`src/rtl/poly_pkg.sv`:
```
package poly_pkg;

  typedef enum logic [2:0] {
    ALU_X1,
    ALU_TRIPLE,
    ALU_CMP,
    ALU_SUM,
    ALU_Y1,
    ALU_U1
  } aluOp_e;

  typedef struct packed {
    logic   shEn;
    logic   aluEn;
    aluOp_e aluOp;
    logic   mulASel;
    logic   mulACap;
    logic   mulBCap;
  } ctrl_t;

endpackage

```
`src/rtl/poly_mul.sv`:
```
module poly_mul #(
  parameter int WIDTH = 16
) (
  input  logic [WIDTH-1:0] opA,
  input  logic [WIDTH-1:0] opB,
  output logic [WIDTH-1:0] prod
);
  // multicycle path: operands are held by the controller until capture
  assign prod = opA * opB;
endmodule

```
`src/rtl/poly_alu.sv`:
```
module poly_alu #(
  parameter int WIDTH = 16
) (
  input  logic [WIDTH-1:0] opA,
  input  logic [WIDTH-1:0] opB,
  input  logic             sub,
  output logic [WIDTH-1:0] res,
  output logic             less
);
  assign res  = sub ? (opA - opB) : (opA + opB);
  assign less = $signed(opA) < $signed(opB);
endmodule

```
`src/rtl/poly_ctrl.sv`:
```
module poly_ctrl
  import poly_pkg::*;
#(
  parameter int MUL_CYC = 3
) (
  input  logic  clk,
  input  logic  rstN,
  input  logic  start,
  output logic  done,
  output ctrl_t ctrl
);
  localparam int LAT    = 2 * MUL_CYC + 2;
  localparam int STEP_W = $clog2(LAT + 1);
  localparam logic [STEP_W-1:0] S_FIRST  = STEP_W'(1);
  localparam logic [STEP_W-1:0] S_TRIPLE = STEP_W'(2);
  localparam logic [STEP_W-1:0] S_CMP    = STEP_W'(3);
  localparam logic [STEP_W-1:0] S_MULA1  = STEP_W'(MUL_CYC);
  localparam logic [STEP_W-1:0] S_SUM    = STEP_W'(MUL_CYC + 1);
  localparam logic [STEP_W-1:0] S_Y1     = STEP_W'(MUL_CYC + 2);
  localparam logic [STEP_W-1:0] S_MULA2  = STEP_W'(2 * MUL_CYC + 1);
  localparam logic [STEP_W-1:0] S_LAST   = STEP_W'(LAT);

  typedef enum logic [1:0] {PH_IDLE, PH_RUN, PH_FIN} phase_e;

  phase_e            phase;
  logic [STEP_W-1:0] step;

  always_ff @(posedge clk or negedge rstN) begin
    if (!rstN) begin
      phase <= PH_IDLE;
      step  <= '0;
    end else begin
      case (phase)
        PH_IDLE: if (start) begin
          phase <= PH_RUN;
          step  <= S_FIRST;
        end
        PH_RUN: begin
          if (step == S_LAST) phase <= PH_FIN;
          else step <= step + STEP_W'(1);
        end
        default: phase <= PH_IDLE;
      endcase
    end
  end

  assign done = (phase == PH_FIN);

  always_comb begin
    ctrl         = '0;
    ctrl.aluOp   = ALU_X1;
    ctrl.mulASel = (step > S_SUM);
    if (phase == PH_RUN) begin
      if (step == S_FIRST)  begin ctrl.shEn = 1'b1; ctrl.aluEn = 1'b1; ctrl.aluOp = ALU_X1; end
      if (step == S_TRIPLE) begin ctrl.aluEn = 1'b1; ctrl.aluOp = ALU_TRIPLE; end
      if (step == S_CMP)    begin ctrl.aluEn = 1'b1; ctrl.aluOp = ALU_CMP; end
      if (step == S_SUM)    begin ctrl.aluEn = 1'b1; ctrl.aluOp = ALU_SUM; end
      if (step == S_Y1)     begin ctrl.aluEn = 1'b1; ctrl.aluOp = ALU_Y1; end
      if (step == S_LAST)   begin ctrl.aluEn = 1'b1; ctrl.aluOp = ALU_U1; end
      if (step == S_MULA1)  begin ctrl.mulACap = 1'b1; ctrl.mulBCap = 1'b1; end
      if (step == S_MULA2)  ctrl.mulACap = 1'b1;
    end
  end
endmodule

```
`src/rtl/poly_dp.sv`:
```
module poly_dp
  import poly_pkg::*;
#(
  parameter int WIDTH = 16
) (
  input  logic             clk,
  input  logic             rstN,
  input  ctrl_t            ctrl,
  input  logic [WIDTH-1:0] x,
  input  logic [WIDTH-1:0] y,
  input  logic [WIDTH-1:0] u,
  input  logic [WIDTH-1:0] dx,
  input  logic [WIDTH-1:0] aLim,
  output logic [WIDTH-1:0] x1,
  output logic [WIDTH-1:0] y1,
  output logic [WIDTH-1:0] u1,
  output logic             cFlag
);
  // regA: 2*dx then x*u+y | regB: 3*dx then u1 | regN: u*dx then y1
  logic [WIDTH-1:0] regA, regB, regX, regM, regN;
  logic             regC;
  logic [WIDTH-1:0] aluA, aluB, aluRes, mulAIn0, mulAIn1, prodA, prodB;
  logic             aluSub, aluLess;

  always_comb begin
    aluA   = x;
    aluB   = dx;
    aluSub = 1'b0;
    case (ctrl.aluOp)
      ALU_TRIPLE: begin aluA = regA; aluB = dx;   end
      ALU_CMP:    begin aluA = regX; aluB = aLim; end
      ALU_SUM:    begin aluA = regM; aluB = y;    end
      ALU_Y1:     begin aluA = y;    aluB = regN; end
      ALU_U1:     begin aluA = u;    aluB = regM; aluSub = 1'b1; end
      default:    begin aluA = x;    aluB = dx;   end
    endcase
  end

  assign mulAIn0 = ctrl.mulASel ? regA : x;
  assign mulAIn1 = ctrl.mulASel ? regB : u;

  poly_alu #(.WIDTH(WIDTH)) uAlu (
    .opA(aluA), .opB(aluB), .sub(aluSub), .res(aluRes), .less(aluLess)
  );

  poly_mul #(.WIDTH(WIDTH)) uMulA (.opA(mulAIn0), .opB(mulAIn1), .prod(prodA));
  poly_mul #(.WIDTH(WIDTH)) uMulB (.opA(u),       .opB(dx),      .prod(prodB));

  always_ff @(posedge clk or negedge rstN) begin
    if (!rstN) begin
      regA <= '0;
      regB <= '0;
      regX <= '0;
      regM <= '0;
      regN <= '0;
      regC <= 1'b0;
    end else begin
      if (ctrl.shEn) regA <= dx << 1;
      if (ctrl.aluEn) begin
        case (ctrl.aluOp)
          ALU_X1:     regX <= aluRes;
          ALU_TRIPLE: regB <= aluRes;
          ALU_CMP:    regC <= aluLess;
          ALU_SUM:    regA <= aluRes;
          ALU_Y1:     regN <= aluRes;
          ALU_U1:     regB <= aluRes;
          default:    regX <= aluRes;
        endcase
      end
      if (ctrl.mulACap) regM <= prodA;
      if (ctrl.mulBCap) regN <= prodB;
    end
  end

  assign x1    = regX;
  assign y1    = regN;
  assign u1    = regB;
  assign cFlag = regC;
endmodule

```
`src/rtl/poly_step_core.sv`:
```
module poly_step_core
  import poly_pkg::*;
#(
  parameter int WIDTH   = 16,
  parameter int MUL_CYC = 3
) (
  input  logic             clk,
  input  logic             rstN,
  input  logic             start,
  input  logic [WIDTH-1:0] x,
  input  logic [WIDTH-1:0] y,
  input  logic [WIDTH-1:0] u,
  input  logic [WIDTH-1:0] dx,
  input  logic [WIDTH-1:0] aLim,
  output logic             done,
  output logic [WIDTH-1:0] x1,
  output logic [WIDTH-1:0] y1,
  output logic [WIDTH-1:0] u1,
  output logic             cFlag
);
  ctrl_t ctrl;

  poly_ctrl #(.MUL_CYC(MUL_CYC)) uCtrl (
    .clk(clk), .rstN(rstN), .start(start), .done(done), .ctrl(ctrl)
  );

  poly_dp #(.WIDTH(WIDTH)) uDp (
    .clk(clk), .rstN(rstN), .ctrl(ctrl),
    .x(x), .y(y), .u(u), .dx(dx), .aLim(aLim),
    .x1(x1), .y1(y1), .u1(u1), .cFlag(cFlag)
  );
endmodule

```
`config.mk`:
```
export PLATFORM = sky130hd
export DESIGN_NAME = poly_step_core
export DESIGN_NICKNAME = d
export VERILOG_FILES = /design/src/rtl/poly_pkg.sv /design/src/rtl/poly_mul.sv /design/src/rtl/poly_alu.sv /design/src/rtl/poly_ctrl.sv /design/src/rtl/poly_dp.sv /design/src/rtl/poly_step_core.sv
export SDC_FILE = /design/constraint.sdc
export NUM_CORES = 1
export LEC_CHECK = 0
export BUFFER_PORTS_ARGS = -buffer_cell sky130_fd_sc_hd__buf_4
export CORE_UTILIZATION = 60
export DETAILED_ROUTE_END_ITERATION = 16
export PLACE_DENSITY = 0.76
export REMOVE_ABC_BUFFERS = 1
export SETUP_SLACK_MARGIN = 0.5
export SYNTH_ARGS = -nofsm -noshare
export SYNTH_HDL_FRONTEND = slang
export SYNTH_SLANG_ARGS = --single-unit
```
`constraint.sdc`:
```
create_clock -name clk -period 17.6 [get_ports clk]
set_clock_uncertainty 0.2 [all_clocks]
set_input_delay 3.52 -clock clk [delete_from_list [all_inputs] [get_ports clk]]
set_output_delay 3.52 -clock clk [all_outputs]
set_load 0.005 [all_outputs]
```
==> results of run 1 <==
==> cell usage in the layout (no fill, tap or decap), types with 5 or more instances in the layout <==
cell       netlist  routed
and2_1          71      71
xnor2_1         72      72
a21oi_1         53      53
nand2_1        250     250
o21a_1          22      22
nor2b_1          7       7
nor3_1          12      12
a211o_1         17      17
a211oi_1        11      11
mux2_2          41      41
nand3_1         15      15
a31oi_1          5       5
o211ai_1        16      16
a21o_1           7       7
mux2i_1         45      45
nand2b_1         9       9
a22o_1          16      16
inv_1          236     236
xor2_1          19      19
ha_1           134     134
clkbuf_16        0       9
o21ai_0        102     102
o41ai_1          5       5
a22oi_1         21      21
nor2_1          98      98
fa_1           162     162
o21bai_1        14      14
buf_4            0     143
dfrtp_1         87      87
==> area by class of cell <==
| type | count | area share, % |
|---|---|---|
| Clock buffer | 9 | 1.424 |
| Inverter | 237 | 5.625 |
| Tap cell | 319 | 2.524 |
| Multi-Input combinational cell | 1277 | 69.38 |
| Antenna cell | 1 | 0.01582 |
| Clock inverter | 6 | 0.4747 |
| Sequential cell | 87 | 13.77 |
| Timing Repair Buffer | 143 | 6.789 |
==> sequential cells by signal, indices dropped and copies added (netlist names) <==
| signal | cells |
|---|---|
| uDp.x1 | 16 |
| uCtrl.step | 4 |
| uDp.regM | 16 |
| uDp.regA | 16 |
| uDp.y1 | 16 |
| uDp.u1 | 16 |
| uDp.cFlag | 1 |
| uCtrl.phase | 2 |
==> critical path: cells and delay by family <==
kind / cells / cell delay (ns)
AOI/OAI and AO/OA: 4 / 0.85
xor gates and xnor gates: 1 / 0.45
adders and majority gates: 7 / 3.06
buffers and inverters: 3 / 0.31
muxes: 1 / 0.62
and+or+nand+nor: 4 / 0.48
==> per-stage QoR <==
stage	worst slack [ns]	hold slack (ns)	utilization, %	instance area [um^2]
floorplan	8.835	0.2688	-	14000
global placement	8.245	0.2888	66.08	15510
detailed placement	8.069	0.2967	66.08	15510
CTS	8.430	0.3133	67.36	15810
global route	7.992	0.3318	67.36	15810
finish	8.368	0.3104	67.37	15810
==> per-layer routing <==
layer  vias to the layer above  share of wire [%]  GRT usage, %  wire length, um
li1                       5623                  -             -                -
met1                      6203                 41         51.32            18670
met2                       718                 45         59.74            20280
met3                       136                9.3         6.951             4229
met4                         0                4.7         16.71             2116
met5                         -                  0             0                0
==> cell families after synthesis <==
family	Yosys count
simple gates	477
compound gates	320
buf+inv	315
xor+xnor	94
flops	87
fa+ha+maj	296
mux	90
==> how the worst max path moves through the flow <==
stage | slack (ns) | depth (start not counted) | endpoint | start
detailed placement | 8.07 | 20 | uDp.regM[15] | u[1]
global placement | 8.24 | 20 | uDp.regM[15] | u[1]
floorplan | 8.84 | 20 | uDp.regM[15] | x[0]
global route | 7.99 | 20 | uDp.regM[15] | u[1]
finish | 8.37 | 20 | uDp.regM[15] | u[1]
CTS | 8.43 | 20 | uDp.regM[15] | u[1]
==> impl_metrics.csv, run 1 <==
group,metric,value,unit
sta,fin_crit,9.232,ns
floorplanning,rows,56,
placement,gp_congestion,0.9760,
setup_path,critPathRequiredTime,17.66,ns
clock_network,hold_buffers,0,
synthesis,yosys-top-cells-count,"nand2_1, inv_1, fa_1",
setup_path,crit_chain,"buf_4, mux2i_1, nor2_1, fa_1, fa_1, ha_1, fa_1, inv_1, fa_1, fa_1, inv_1, ha_1, nor3_1, nor2_1, a31oi_1, nor2b_1, o21a_1, o41ai_1, xnor3_1, o21ai_1",
setup_path,worst_path_largest_cell_delay,0.62,ns
floorplanning,start_util,61.13,%
global_routing,grt_pass1_wl,69750,um
sta,drv_slew,0,
sta,setup_viol,0,
synthesis,synth_ff_type,"dfrtp_1",
synthesis,synth.top_cell.area_share,22.60,%
synthesis,synth_mux_area_share,6.758,%
global_routing,grt.overflow.total,0,
placement,dp_cells,2063,
synthesis,syn_area,0.01435,mm^2
hold_path,hp-class,"flop to flop",
clock_network,cts_buffer_depth,2,
synthesis,avgSynthCellArea,8.546,um^2
synthesis,ys_warn_count,0,
synthesis,ys_top_cells_by_area,"fa_1, dfrtp_1, ha_1",
synthesis,async_flop_share,100.0,%
route,vias,12680,
setup_path,crit_slowest_cell,"mux2i_1",
route,drt_iter0_markers,1142,
layout,area_growth,10.21,%
synthesis,synth_fa_ha_area_share,34.29,%
hold_path,whs_endpoint,"uDp.x1[15]",
layout,fillers,1995,
setup_path,rrSetupSlack,9.95,ns
floorplanning,fp.dieW,156.6,um
setup_path,worstPathArrival,9.30,ns
layout,regArea,0.002177,mm^2
synthesis,synthCells,1679,
synthesis,ys_seq_area_share,15.17,%
placement,io_buffers,132,
clock_network,cts_setup_buffers,0,
synthesis,synth_top_family_by_area,"adder cells",
route,avgViaCountPerCell,6.099,
sta,tns,0,ns
sta,fmax,0.1083,GHz
floorplanning,fp.coreArea,0.02347,mm^2
clock_network,cts_buffers,9,
route,routedWlPerCell,21.79,um
flow_run,drv_cap,0,
setup_path,r2r_cells,23,
floorplanning,die_area,0.02454,mm^2
setup_path,path_max_fanout,18,
synthesis,yosysUniqueCellTypes,66,
global_routing,grt_usage,38.04,%
global_routing,grt_max_degree,69,
synthesis,synth_compound_area_share,14.63,%
status,status,"complete, no violations",
layout,layout.nets,2134,
sta,tightest_slew,1.193,ns
synthesis,synth_xor_area_share,5.982,%
setup_path,setup.worst_path.class,"input pin to flop",
sta,hold_viol,0,
synthesis,post-synth-top-area-cell,"fa_1",
placement,dp_hpwl,35830,um
clock_network,ctsResizeCount,0,
setup_path,endpoint_kind,"flop",
setup_path,cpMostUsedCell,"fa_1",
global_routing,first_global_vias,12520,
hold_path,min_path_cells,2,
synthesis,synth_edf_count,0,
sta,rsz0062_at_grt,"false",
synthesis,synthSimpleGateAreaFrac,14.56,%
setup_path,cp-start-kind,"input pin",
clock_network,clk_pin_slew,0.07,ns
clock_network,root_buffer,"clkbuf_16",
floorplanning,ios,133,
layout,layout-drive-gt1-share,12.39,%
route,drc_errors,0,
synthesis,ys_ff_latch,87,
clock_network,cts_sinks,87,
setup_path,r2r_start,"uCtrl.step[0]",
clock_network,cts_max_level,3,
setup_path,rr_endpoint,"uDp.regM[15]",
sta,maxSlewHeadroom,20.25,%
sta,finalCritPeriodShare,52.46,%
clock_network,cts_tree,"yes",
layout,instances_no_fill,2079,
route,ant_nets,0,
synthesis,yosysMostFrequentCell,"nand2_1",
route,drt_pass1_iterations,6,
clock_network,clock_latency,0.35,ns
layout,multi_input_area,0.01097,mm^2
global_routing,antenna_found_initial,0,
hold_path,min_from,"uDp.x1[15]",
route,wl,45300,um
floorplanning,die_h,156.6,um
Power of run 1 is not shown: default switching activity piles up to over one toggle a cycle in this logic, so the estimate is an artifact.
==> inputs of run 2 (changes only) <==
- clock period: 17.6 -> 9.3 ns (I/O delays scaled with it)
==> impl_metrics.csv, run 2 (synthesized netlist as in run 1, its figures left out) <==
group,metric,value,unit
sta,setup_viol,0,
clock_network,cts_buffers,9,
global_routing,first_global_vias,12260,
clock_network,clk_pin_slew,0.08,ns
floorplanning,die_area,0.02454,mm^2
setup_path,path_max_fanout,24,
route,wl,44600,um
clock_network,cts_sinks,87,
floorplanning,rows,56,
floorplanning,ios,133,
sta,finalCritPeriodShare,80.56,%
placement,gp_congestion,0.9765,
route,vias,12490,
global_routing,antenna_found_initial,0,
clock_network,cts_tree,"yes",
sta,rsz0062_at_grt,"false",
setup_path,setup.worst_path.class,"flop to flop",
route,drt_iter0_markers,928,
clock_network,root_buffer,"clkbuf_16",
hold_path,hp-class,"flop to flop",
sta,fmax,0.1335,GHz
route,routedWlPerCell,21.44,um
floorplanning,start_util,61.13,%
placement,place_worst_setup_slack,1.460,ns
sta,tightest_slew,1.182,ns
sta,fin_crit,7.492,ns
sta,drv_slew,0,
route,drt_pass1_iterations,5,
global_routing,grt_pass1_wl,69550,um
layout,area_growth,10.50,%
clock_network,ctsResizeCount,0,
global_routing,grt_max_degree,77,
route,avgViaCountPerCell,6.006,
floorplanning,die_h,156.6,um
layout,mostFrequentLayoutCells,"nand2_1, inv_1, fa_1",
floorplanning,fp.dieW,156.6,um
setup_path,critPathRequiredTime,9.36,ns
placement,dp_hpwl,35400,um
clock_network,cts_max_level,3,
global_routing,grt.overflow.total,0,
flow_run,drv_cap,0,
sta,tns,0,ns
clock_network,hold_buffers,0,
sta,setup_slack,1.808,ns
layout,layout.nets,2135,
layout,antenna_cells,0,
clock_network,clock_latency,0.36,ns
route,drc_errors,0,
route,ant_nets,0,
clock_network,cts_setup_buffers,0,
sta,hold_viol,0,
status,status,"complete, no violations",
floorplanning,fp.coreArea,0.02347,mm^2
placement,io_buffers,132,
layout,fillers,1991,
setup_path,endpoint_kind,"flop",
setup_path,cp-start-kind,"flop",
setup_path,worstPathArrival,7.55,ns
global_routing,grt_usage,38.09,%
layout,layout-drive-gt1-share,12.49,%
sta,maxSlewHeadroom,21.03,%
clock_network,cts_buffer_depth,2,
layout,final_common_cell,"nand2_1",
==> run 2: metrics by stage <==
stage | instances | util (%) | instance area (um^2) | hold slack (ns)
floorplan | 1601 | - | 14000 | 0.2688
global placement | 2064 | 66.11 | 15520 | 0.2912
detailed placement | 2064 | 66.11 | 15520 | 0.2964
CTS | 2080 | 67.55 | 15860 | 0.3121
global route | 2080 | 67.55 | 15860 | 0.3307
finish | 2080 | 67.55 | 15860 | 0.3103
==> run 2: path summary, 6_finish.rpt <==
check,cells past startpoint,slack [ns],startpoint,end
min in group asynchronous,1,1.13,rstN,uDp.regM[1]
max reg2reg,23,1.81,uCtrl.step[0],uDp.regM[15]
max,23,1.81,uCtrl.step[0],uDp.regM[15]
max in group asynchronous,2,6.47,rstN,uDp.cFlag
min reg2reg,2,0.31,uDp.u1[13],uDp.u1[13]
min,2,0.31,uDp.u1[13],uDp.u1[13]
==> run 2: final cells by class <==
type,instances,area (um^2),area share [%]
multi-input combinational,1277,10970,69.20
sequential,87,2177,13.73
timing repair buffer,144,1081,6.818
inverter,237,889.6,5.611
tap,319,399.1,2.517
clock buffer,10,239.0,1.507
clock inverter,6,97.59,0.6155
==> run 2: metal layers <==
metal / global-route usage (%) / up-vias / routed length [um]
li1: - / 5632 / -
met1: 52.22 / 6064 / 18490
met2: 60.52 / 679 / 20030
met3: 7.283 / 117 / 4386
met4: 12.56 / 0 / 1692
met5: 0 / - / 0
==> run 2: worst max-delay path: stages, from the launching register on <==
cell     delay, ns
dfrtp_1       0.44
inv_1         0.13
ha_1          0.25
inv_2         0.08
a21oi_4       0.81
mux2i_1       0.60
nor2_1        0.15
fa_1          0.55
fa_1          0.49
ha_1          0.20
fa_1          0.48
inv_1         0.05
fa_1          0.49
fa_1          0.49
inv_1         0.04
ha_1          0.32
nor3_1        0.18
nor2_1        0.07
a31oi_1       0.27
nor2b_1       0.08
o21a_1        0.19
o41ai_1       0.25
xnor3_1       0.44
o21ai_1       0.14
Power of run 2 is left out for the same reason.
